===== src/rtl/irq_front_pkg.sv =====
package irq_front_pkg;

    localparam int unsigned ADDR_W  = 12;
    localparam int unsigned DATA_W  = 32;
    localparam int unsigned NUM_SRC = 4;

    localparam logic [ADDR_W-1:0] OFS_ENABLE = 12'h008;
    localparam logic [ADDR_W-1:0] OFS_VECTOR = 12'h00C;
    localparam logic [ADDR_W-1:0] OFS_STATUS = 12'h010;
    localparam logic [ADDR_W-1:0] OFS_CAPS   = 12'h014;
    localparam logic [ADDR_W-1:0] OFS_IDENT  = 12'hF00;
    localparam logic [ADDR_W-1:0] OFS_REV    = 12'hF04;

    localparam int unsigned MASTER_BIT = 31;
    localparam logic [DATA_W-1:0] SRC_MASK   = 32'h0000_0087;
    localparam logic [DATA_W-1:0] EN_MASK    = 32'h8000_0087;
    localparam logic [DATA_W-1:0] CAP_STATIC = 32'h0000_0100;

    // line styles: 0 level high, 1 level low, 2 rising edge, 3 falling edge
    localparam int unsigned STYLE_LVL_HI  = 0;
    localparam int unsigned STYLE_LVL_LO  = 1;
    localparam int unsigned STYLE_EDGE_RI = 2;
    localparam int unsigned STYLE_EDGE_FA = 3;

    typedef struct packed {
        logic [DATA_W-1:0] enable;
        logic [DATA_W-1:0] status;
        logic [7:0]        vector;
    } regs_t;

    typedef struct packed {
        logic pend_prev;
        logic line;
    } line_t;

    // status bit position of source event i
    function automatic int unsigned src_pos(input int unsigned i);
        return (i == 3) ? 7 : i;
    endfunction

    function automatic logic [DATA_W-1:0] style_cap(input int unsigned s);
        case (s)
            STYLE_LVL_HI:  return 32'h0000_0008;
            STYLE_LVL_LO:  return 32'h0000_0010;
            STYLE_EDGE_RI: return 32'h0000_0020;
            default:       return 32'h0000_0040;
        endcase
    endfunction

endpackage


===== src/rtl/irq_front_regs.sv =====
module irq_front_regs
    import irq_front_pkg::*;
(
    input  logic              clk_i,
    input  logic              rst_ni,
    input  logic              wr_en_i,
    input  logic [ADDR_W-1:0] wr_addr_i,
    input  logic [DATA_W-1:0] wr_data_i,
    input  logic [NUM_SRC-1:0] evt_i,
    output logic [DATA_W-1:0] enable_o,
    output logic [DATA_W-1:0] status_o,
    output logic [7:0]        vector_o
);

    regs_t regs_d, regs_q;
    logic [DATA_W-1:0] set_vec;
    logic [DATA_W-1:0] clr_vec;

    always_comb begin
        set_vec = '0;
        for (int unsigned i = 0; i < NUM_SRC; i++) begin
            set_vec[src_pos(i)] = evt_i[i];
        end
    end

    always_comb begin
        regs_d  = regs_q;
        clr_vec = '0;
        if (wr_en_i) begin
            case (wr_addr_i)
                OFS_ENABLE: regs_d.enable = wr_data_i & EN_MASK;
                OFS_VECTOR: regs_d.vector = wr_data_i[7:0];
                OFS_STATUS: clr_vec       = wr_data_i & SRC_MASK;
                default:    ;
            endcase
        end
        // a new event outranks a simultaneous clear
        regs_d.status = (regs_q.status & ~clr_vec) | set_vec;
    end

    always_ff @(posedge clk_i or negedge rst_ni) begin
        if (!rst_ni) begin
            regs_q <= '0;
        end else begin
            regs_q <= regs_d;
        end
    end

    assign enable_o = regs_q.enable;
    assign status_o = regs_q.status;
    assign vector_o = regs_q.vector;

endmodule


===== src/rtl/irq_front_line.sv =====
module irq_front_line
    import irq_front_pkg::*;
#(
    parameter int unsigned LINE_STYLE = STYLE_LVL_HI
) (
    input  logic clk_i,
    input  logic rst_ni,
    input  logic pending_i,
    output logic irq_o
);

    localparam logic IDLE_LVL = (LINE_STYLE == STYLE_LVL_LO) ||
                                (LINE_STYLE == STYLE_EDGE_FA);
    localparam bit   IS_EDGE  = (LINE_STYLE >= STYLE_EDGE_RI);

    line_t line_d, line_q;
    logic  active;

    generate
        if (IS_EDGE) begin : g_edge
            assign active = pending_i & ~line_q.pend_prev;
        end else begin : g_level
            assign active = pending_i;
        end
    endgenerate

    always_comb begin
        line_d           = line_q;
        line_d.pend_prev = pending_i;
        line_d.line      = active ^ IDLE_LVL;
    end

    always_ff @(posedge clk_i or negedge rst_ni) begin
        if (!rst_ni) begin
            line_q.pend_prev <= 1'b0;
            line_q.line      <= IDLE_LVL;
        end else begin
            line_q <= line_d;
        end
    end

    assign irq_o = line_q.line;

endmodule


===== src/rtl/irq_front_rdmux.sv =====
module irq_front_rdmux
    import irq_front_pkg::*;
#(
    parameter logic [DATA_W-1:0] CAP_WORD   = '0,
    parameter logic [DATA_W-1:0] IDENT_WORD = '0,
    parameter logic [7:0]        REV_BYTE   = '0
) (
    input  logic [ADDR_W-1:0] rd_addr_i,
    input  logic [DATA_W-1:0] enable_i,
    input  logic [DATA_W-1:0] status_i,
    input  logic [7:0]        vector_i,
    output logic [DATA_W-1:0] rd_data_o
);

    always_comb begin
        case (rd_addr_i)
            OFS_ENABLE: rd_data_o = enable_i;
            OFS_VECTOR: rd_data_o = {24'h0, vector_i};
            OFS_STATUS: rd_data_o = status_i;
            OFS_CAPS:   rd_data_o = CAP_WORD;
            OFS_IDENT:  rd_data_o = IDENT_WORD;
            OFS_REV:    rd_data_o = {24'h0, REV_BYTE};
            default:    rd_data_o = '0;
        endcase
    end

endmodule


===== src/rtl/irq_front_unit.sv =====
module irq_front_unit
    import irq_front_pkg::*;
#(
    parameter int unsigned LINE_STYLE   = STYLE_LVL_HI,
    parameter bit          BURST_STATIC = 1'b1,
    parameter logic [15:0] VENDOR_CODE  = 16'h1D2C,
    parameter logic [15:0] DEVICE_CODE  = 16'h0B17,
    parameter logic [7:0]  REVISION     = 8'h05
) (
    input  logic               clk_i,
    input  logic               rst_ni,
    input  logic               wr_en_i,
    input  logic [11:0]        wr_addr_i,
    input  logic [31:0]        wr_data_i,
    input  logic [11:0]        rd_addr_i,
    output logic [31:0]        rd_data_o,
    input  logic [3:0]         evt_i,
    output logic               irq_o
);

    localparam logic [DATA_W-1:0] CAP_WORD = SRC_MASK | style_cap(LINE_STYLE) |
                                             (BURST_STATIC ? CAP_STATIC : '0);
    localparam logic [DATA_W-1:0] IDENT_WORD = {DEVICE_CODE, VENDOR_CODE};

    logic [DATA_W-1:0] enable_q;
    logic [DATA_W-1:0] status_q;
    logic [7:0]        vector_q;
    logic              pending;

    irq_front_regs u_regs (
        .clk_i     (clk_i),
        .rst_ni    (rst_ni),
        .wr_en_i   (wr_en_i),
        .wr_addr_i (wr_addr_i),
        .wr_data_i (wr_data_i),
        .evt_i     (evt_i),
        .enable_o  (enable_q),
        .status_o  (status_q),
        .vector_o  (vector_q)
    );

    assign pending = enable_q[MASTER_BIT] && ((status_q & enable_q & SRC_MASK) != '0);

    irq_front_line #(.LINE_STYLE(LINE_STYLE)) u_line (
        .clk_i     (clk_i),
        .rst_ni    (rst_ni),
        .pending_i (pending),
        .irq_o     (irq_o)
    );

    irq_front_rdmux #(
        .CAP_WORD   (CAP_WORD),
        .IDENT_WORD (IDENT_WORD),
        .REV_BYTE   (REVISION)
    ) u_rdmux (
        .rd_addr_i (rd_addr_i),
        .enable_i  (enable_q),
        .status_i  (status_q),
        .vector_i  (vector_q),
        .rd_data_o (rd_data_o)
    );

endmodule


===== config.mk =====
export PLATFORM = sky130hd
export DESIGN_NAME = irq_front_unit
export DESIGN_NICKNAME = d
export VERILOG_FILES = /design/src/rtl/irq_front_pkg.sv /design/src/rtl/irq_front_regs.sv /design/src/rtl/irq_front_line.sv /design/src/rtl/irq_front_rdmux.sv /design/src/rtl/irq_front_unit.sv
export SDC_FILE = /design/constraint.sdc
export NUM_CORES = 1
export LEC_CHECK = 0
export ABC_CLOCK_PERIOD_IN_PS = 2200
export BUFFER_PORTS_ARGS = -buffer_cell sky130_fd_sc_hd__buf_4
export CORE_ASPECT_RATIO = 1.25
export CORE_MARGIN = 2
export CORE_UTILIZATION = 39
export CTS_BUF_LIST = sky130_fd_sc_hd__clkbuf_8 sky130_fd_sc_hd__clkbuf_16
export CTS_CLUSTER_SIZE = 12
export DETAILED_ROUTE_END_ITERATION = 16
export GPL_TIMING_DRIVEN = 0
export PLACE_DENSITY_LB_ADDON = 0.25
export SYNTH_ARGS = -nofsm -noshare
export SYNTH_HDL_FRONTEND = slang
export SYNTH_SLANG_ARGS = --single-unit

===== constraint.sdc =====
create_clock -name clk_i -period 2.2 [get_ports clk_i]
set_clock_uncertainty 0.15 [all_clocks]
set_input_delay 0.22 -clock clk_i [delete_from_list [all_inputs] [get_ports clk_i]]
set_output_delay 0.22 -clock clk_i [all_outputs]
set_load 0.005 [all_outputs]

==> metrics.txt <==
# TYPE chip_impl_metric gauge
chip_impl_metric{name="tritoncts.num_buffers",unit=""} 3
chip_impl_metric{name="worst_pin_slew",unit="ns"} 0.695
chip_impl_metric{name="warnings_from_yosys",unit=""} 0
chip_impl_info{name="critPathTopFamily",value="simple AND/OR/NAND/NOR gates"} 1
chip_impl_metric{name="synth_cells",unit=""} 114
chip_impl_info{name="layout_common_cells",value="sky130_fd_sc_hd__buf_4, sky130_fd_sc_hd__dfrtp_1, sky130_fd_sc_hd__mux2_4, sky130_fd_sc_hd__conb_1, sky130_fd_sc_hd__nand2_1"} 1
chip_impl_metric{name="yosysTopAreaCellShare",unit=""} 0.373
chip_impl_metric{name="firstDrtPassIters",unit=""} 4
chip_impl_info{name="tritoncts_clock_tree",value="yes"} 1
chip_impl_info{name="crit_path_start_kind",value="input port"} 1
chip_impl_metric{name="synth-edff-count",unit=""} 0
chip_impl_metric{name="num_vias",unit=""} 1063
chip_impl_metric{name="finish.instance_area",unit="mm²"} 0.00186
chip_impl_metric{name="crit_path_time_final",unit="ns"} 1.92
chip_impl_metric{name="globalRouteOverflowTotal",unit=""} 0
chip_impl_metric{name="timing.critical_path.fanout_max",unit=""} 11
chip_impl_metric{name="timing.final.crit_share",unit=""} 0.871
chip_impl_info{name="critical_path_class",value="in -> out"} 1
chip_impl_metric{name="min_path_cells",unit=""} 2
chip_impl_metric{name="worstPathBufferInverterCount",unit=""} 3
chip_impl_metric{name="diodes",unit=""} 0
chip_impl_metric{name="finalMaxSlewViolations",unit=""} 0
chip_impl_metric{name="place.gp.congestion",unit=""} 0.764
chip_impl_metric{name="report.final.hold_viol_count",unit=""} 0
chip_impl_metric{name="detail_route.wl_per_cell",unit="µm"} 11.3
chip_impl_info{name="setup.worst_path.end_class",value="output pin"} 1
chip_impl_metric{name="setup_viol",unit=""} 0
chip_impl_metric{name="max_cap_viol_count",unit=""} 0
chip_impl_info{name="min_path_type",value="in -> reg"} 1
chip_impl_metric{name="drcViolationCount",unit=""} 0
chip_impl_info{name="grt_setup_unrepaired",value="false"} 1
chip_impl_metric{name="dieHeight",unit="µm"} 66.2
chip_impl_metric{name="area_growth_syn_to_layout",unit="%"} 54.0
chip_impl_info{name="netlist_top_cells_area",value="sky130_fd_sc_hd__dfrtp_1, sky130_fd_sc_hd__mux2_4, sky130_fd_sc_hd__buf_4"} 1
chip_impl_metric{name="drive_gt1_frac",unit=""} 0.544
chip_impl_metric{name="critPathRequiredTime",unit="ns"} 1.83
chip_impl_info{name="worst_r2r_endpoint",value="u_line.irq_o"} 1
chip_impl_metric{name="buffer_levels_on_the_longest_clock_path",unit=""} 2
chip_impl_metric{name="via_per_inst",unit=""} 4.64
chip_impl_metric{name="cp_slowest_stage_delay",unit="ns"} 0.39
chip_impl_info{name="layout_commonest_cell",value="sky130_fd_sc_hd__buf_4"} 1
chip_impl_metric{name="boundaryPins",unit=""} 96
chip_impl_metric{name="drt-initial-drc-count",unit=""} 10
chip_impl_metric{name="floorplan.core_area",unit="mm²"} 0.00295
chip_impl_metric{name="synthDistinctLibCells",unit=""} 31
chip_impl_metric{name="cts_num_sinks",unit=""} 18
chip_impl_info{name="synthDominantAreaCellType",value="sky130_fd_sc_hd__dfrtp_1"} 1
chip_impl_metric{name="first_pass_grt_wire_length",unit="mm"} 4.25
chip_impl_metric{name="slew-limit-headroom",unit=""} 0.533
chip_impl_metric{name="clock_insertion_delay_worst_skew",unit="ns"} 0.25
chip_impl_metric{name="leakagePower",unit="nW"} 0.974
chip_impl_metric{name="antenna_violations_before_repair",unit=""} 0
chip_impl_info{name="synth_ff_type",value="sky130_fd_sc_hd__dfrtp_1"} 1
chip_impl_metric{name="timing.fmax",unit="MHz"} 522
chip_impl_info{name="clk_root_buffer_cell",value="sky130_fd_sc_hd__clkbuf_8"} 1
chip_impl_info{name="cp_cell_sequence",value="buf_4 > nor3_1 > nand3b_1 > nor2_2 > buf_4 > buf_4"} 1
chip_impl_metric{name="synth.ff_latch_count",unit=""} 18
chip_impl_metric{name="place_area",unit="mm²"} 0.00174
chip_impl_metric{name="total_global_route_track_usage",unit=""} 0.159
chip_impl_metric{name="worstRegToRegCells",unit=""} 2
chip_impl_metric{name="syn_avg_cell_area",unit="µm²"} 10.6
chip_impl_metric{name="grt_start_max_net_pins",unit=""} 19
chip_impl_metric{name="critPathArrivalTime",unit="ns"} 1.55
chip_impl_info{name="origin_of_the_critical_flop_to_flop_path",value="u_regs.status_o[2]"} 1
chip_impl_metric{name="p_per_area",unit="mW/mm²"} 382
chip_impl_metric{name="first_global_vias",unit=""} 1056
chip_impl_info{name="slowest_library_cell_on_the_worst_path",value="sky130_fd_sc_hd__nor2_2"} 1
chip_impl_info{name="critical_path.most_common_cell",value="sky130_fd_sc_hd__buf_4"} 1
chip_impl_info{name="hold_path.startpoint",value="wr_data_i[3]"} 1
chip_impl_metric{name="cp_num_cells",unit=""} 6
chip_impl_info{name="holdPathEnd",value="u_regs.vector_o[3]"} 1
chip_impl_metric{name="post_synth_instance_area",unit="mm²"} 0.00121
chip_impl_metric{name="cts.clk_slew.worst_paths",unit="ns"} 0.06
chip_impl_metric{name="irDropWorstVdd",unit="mV"} 0.277
chip_impl_metric{name="ctsHtreeMaxLevel",unit=""} 1
chip_impl_metric{name="fin_setup_tns",unit="ns"} 0
chip_impl_metric{name="floorplan.die_area",unit="mm²"} 0.00356
chip_impl_metric{name="yosysSeqAreaShare",unit=""} 0.373
chip_impl_metric{name="floorplan.die.width",unit="µm"} 53.8
chip_impl_metric{name="remaining_antenna_violation_count",unit=""} 0
chip_impl_metric{name="n_fill_cell",unit=""} 250
chip_impl_metric{name="io_buffers",unit=""} 59
chip_impl_metric{name="initial_utilization",unit=""} 0.410
chip_impl_info{name="status",value="complete, no violations"} 1
chip_impl_metric{name="drt-total-wl",unit="mm"} 2.60
chip_impl_metric{name="row_count",unit=""} 22
chip_impl_metric{name="final_util",unit=""} 0.631
chip_impl_metric{name="final_nets",unit=""} 257
chip_impl_metric{name="setup.reg_to_reg.worst_slack",unit="ns"} 1.21
chip_impl_metric{name="async_set_or_reset_register_ratio_after_synthesis",unit=""} 1.00
worst max-delay path by stage:
stage,slack (ns),start,end
floorplan,0.22,wr_addr_i[6],u_regs.vector_o[0]
global placement,-0.008,rd_addr_i[9],rd_data_o[4]
detailed placement,-0.04,rd_addr_i[9],rd_data_o[4]
CTS,0.08,rd_addr_i[7],rd_data_o[24]
global route,0.13,rd_addr_i[7],rd_data_o[20]
finish,0.28,rd_addr_i[7],rd_data_o[24]
layout make-up:
cell class	count	area [µm²]	area share
flip-flops and latches	18	450	0.242
clock buffers	4	55.1	0.0296
repair buffers	64	493	0.265
well taps	36	45.0	0.0242
plain buffers	24	184	0.0989
multi-input cells	82	628	0.338
inverters	1	3.75	0.00202
metal layers:
metal / global-route usage / vias to the layer above / part of all wire
met5: 0 / - / 0
met1: 0.174 / 465 / 0.37
met4: 0.0769 / 0 / 0.010
met2: 0.296 / 62 / 0.51
met3: 0.0113 / 2 / 0.10
li1: - / 534 / -
synthesized netlist by cell type (3+ instances only):
cell / count
sky130_fd_sc_hd__a21oi_1: 3
sky130_fd_sc_hd__nand2b_1: 3
sky130_fd_sc_hd__buf_4: 21
sky130_fd_sc_hd__a21o_1: 6
sky130_fd_sc_hd__and2_1: 3
sky130_fd_sc_hd__mux2_4: 13
sky130_fd_sc_hd__nor2_1: 6
sky130_fd_sc_hd__nand2_1: 7
sky130_fd_sc_hd__dfrtp_1: 18
what timing repair did:
item	CTS	global route
hold buffers	5	0
resized for setup	1	2
setup endpoints to repair	7	11
endpoints found under the hold margin	22	0
setup buffers	0	0
flip-flops by register name, summed over array words and instances (netlist names):
signal,count
u_line.irq_o,1
u_regs.enable_o,5
u_regs.status_o,4
u_regs.vector_o,8
through the flow:
step                total power [mW]  hold WS [ns]  std cells  setup WS, ns
floorplan                      0.378        -0.226        125         0.225
finish                         0.711        0.0472        229         0.284
detailed placement             0.444       -0.0524        220       -0.0423
global route                   0.738        0.0428        229         0.134
CTS                            0.713        0.0445        229        0.0836
global placement               0.441       -0.0557        220      -0.00801
worst reg2reg max path: stages, from the launching register on:
cell and delay [ns]:
sky130_fd_sc_hd__dfrtp_1 0.40, sky130_fd_sc_hd__a22oi_1 0.19, sky130_fd_sc_hd__a21boi_0 0.12
power breakdown:
part | switching [mW] | internal [mW]
registers | 0.000684 | 0.332
logic | 0.0418 | 0.0733
clock network | 0.105 | 0.159
total | 0.147 | 0.564
cells by family (layout without fill, tap and decap cells):
| group | after synthesis | in the layout | share of synthesized area |
|---|---|---|---|
| and+or+nand+nor | 36 | 36 | 0.173 |
| AOI/OAI and AO/OA | 19 | 19 | 0.117 |
| other | 1 | 12 | 0.00311 |
| buffers and inverters | 25 | 93 | 0.155 |
| DFF | 18 | 18 | 0.373 |
| muxes | 15 | 15 | 0.178 |
(Power assumes the default switching activity.)
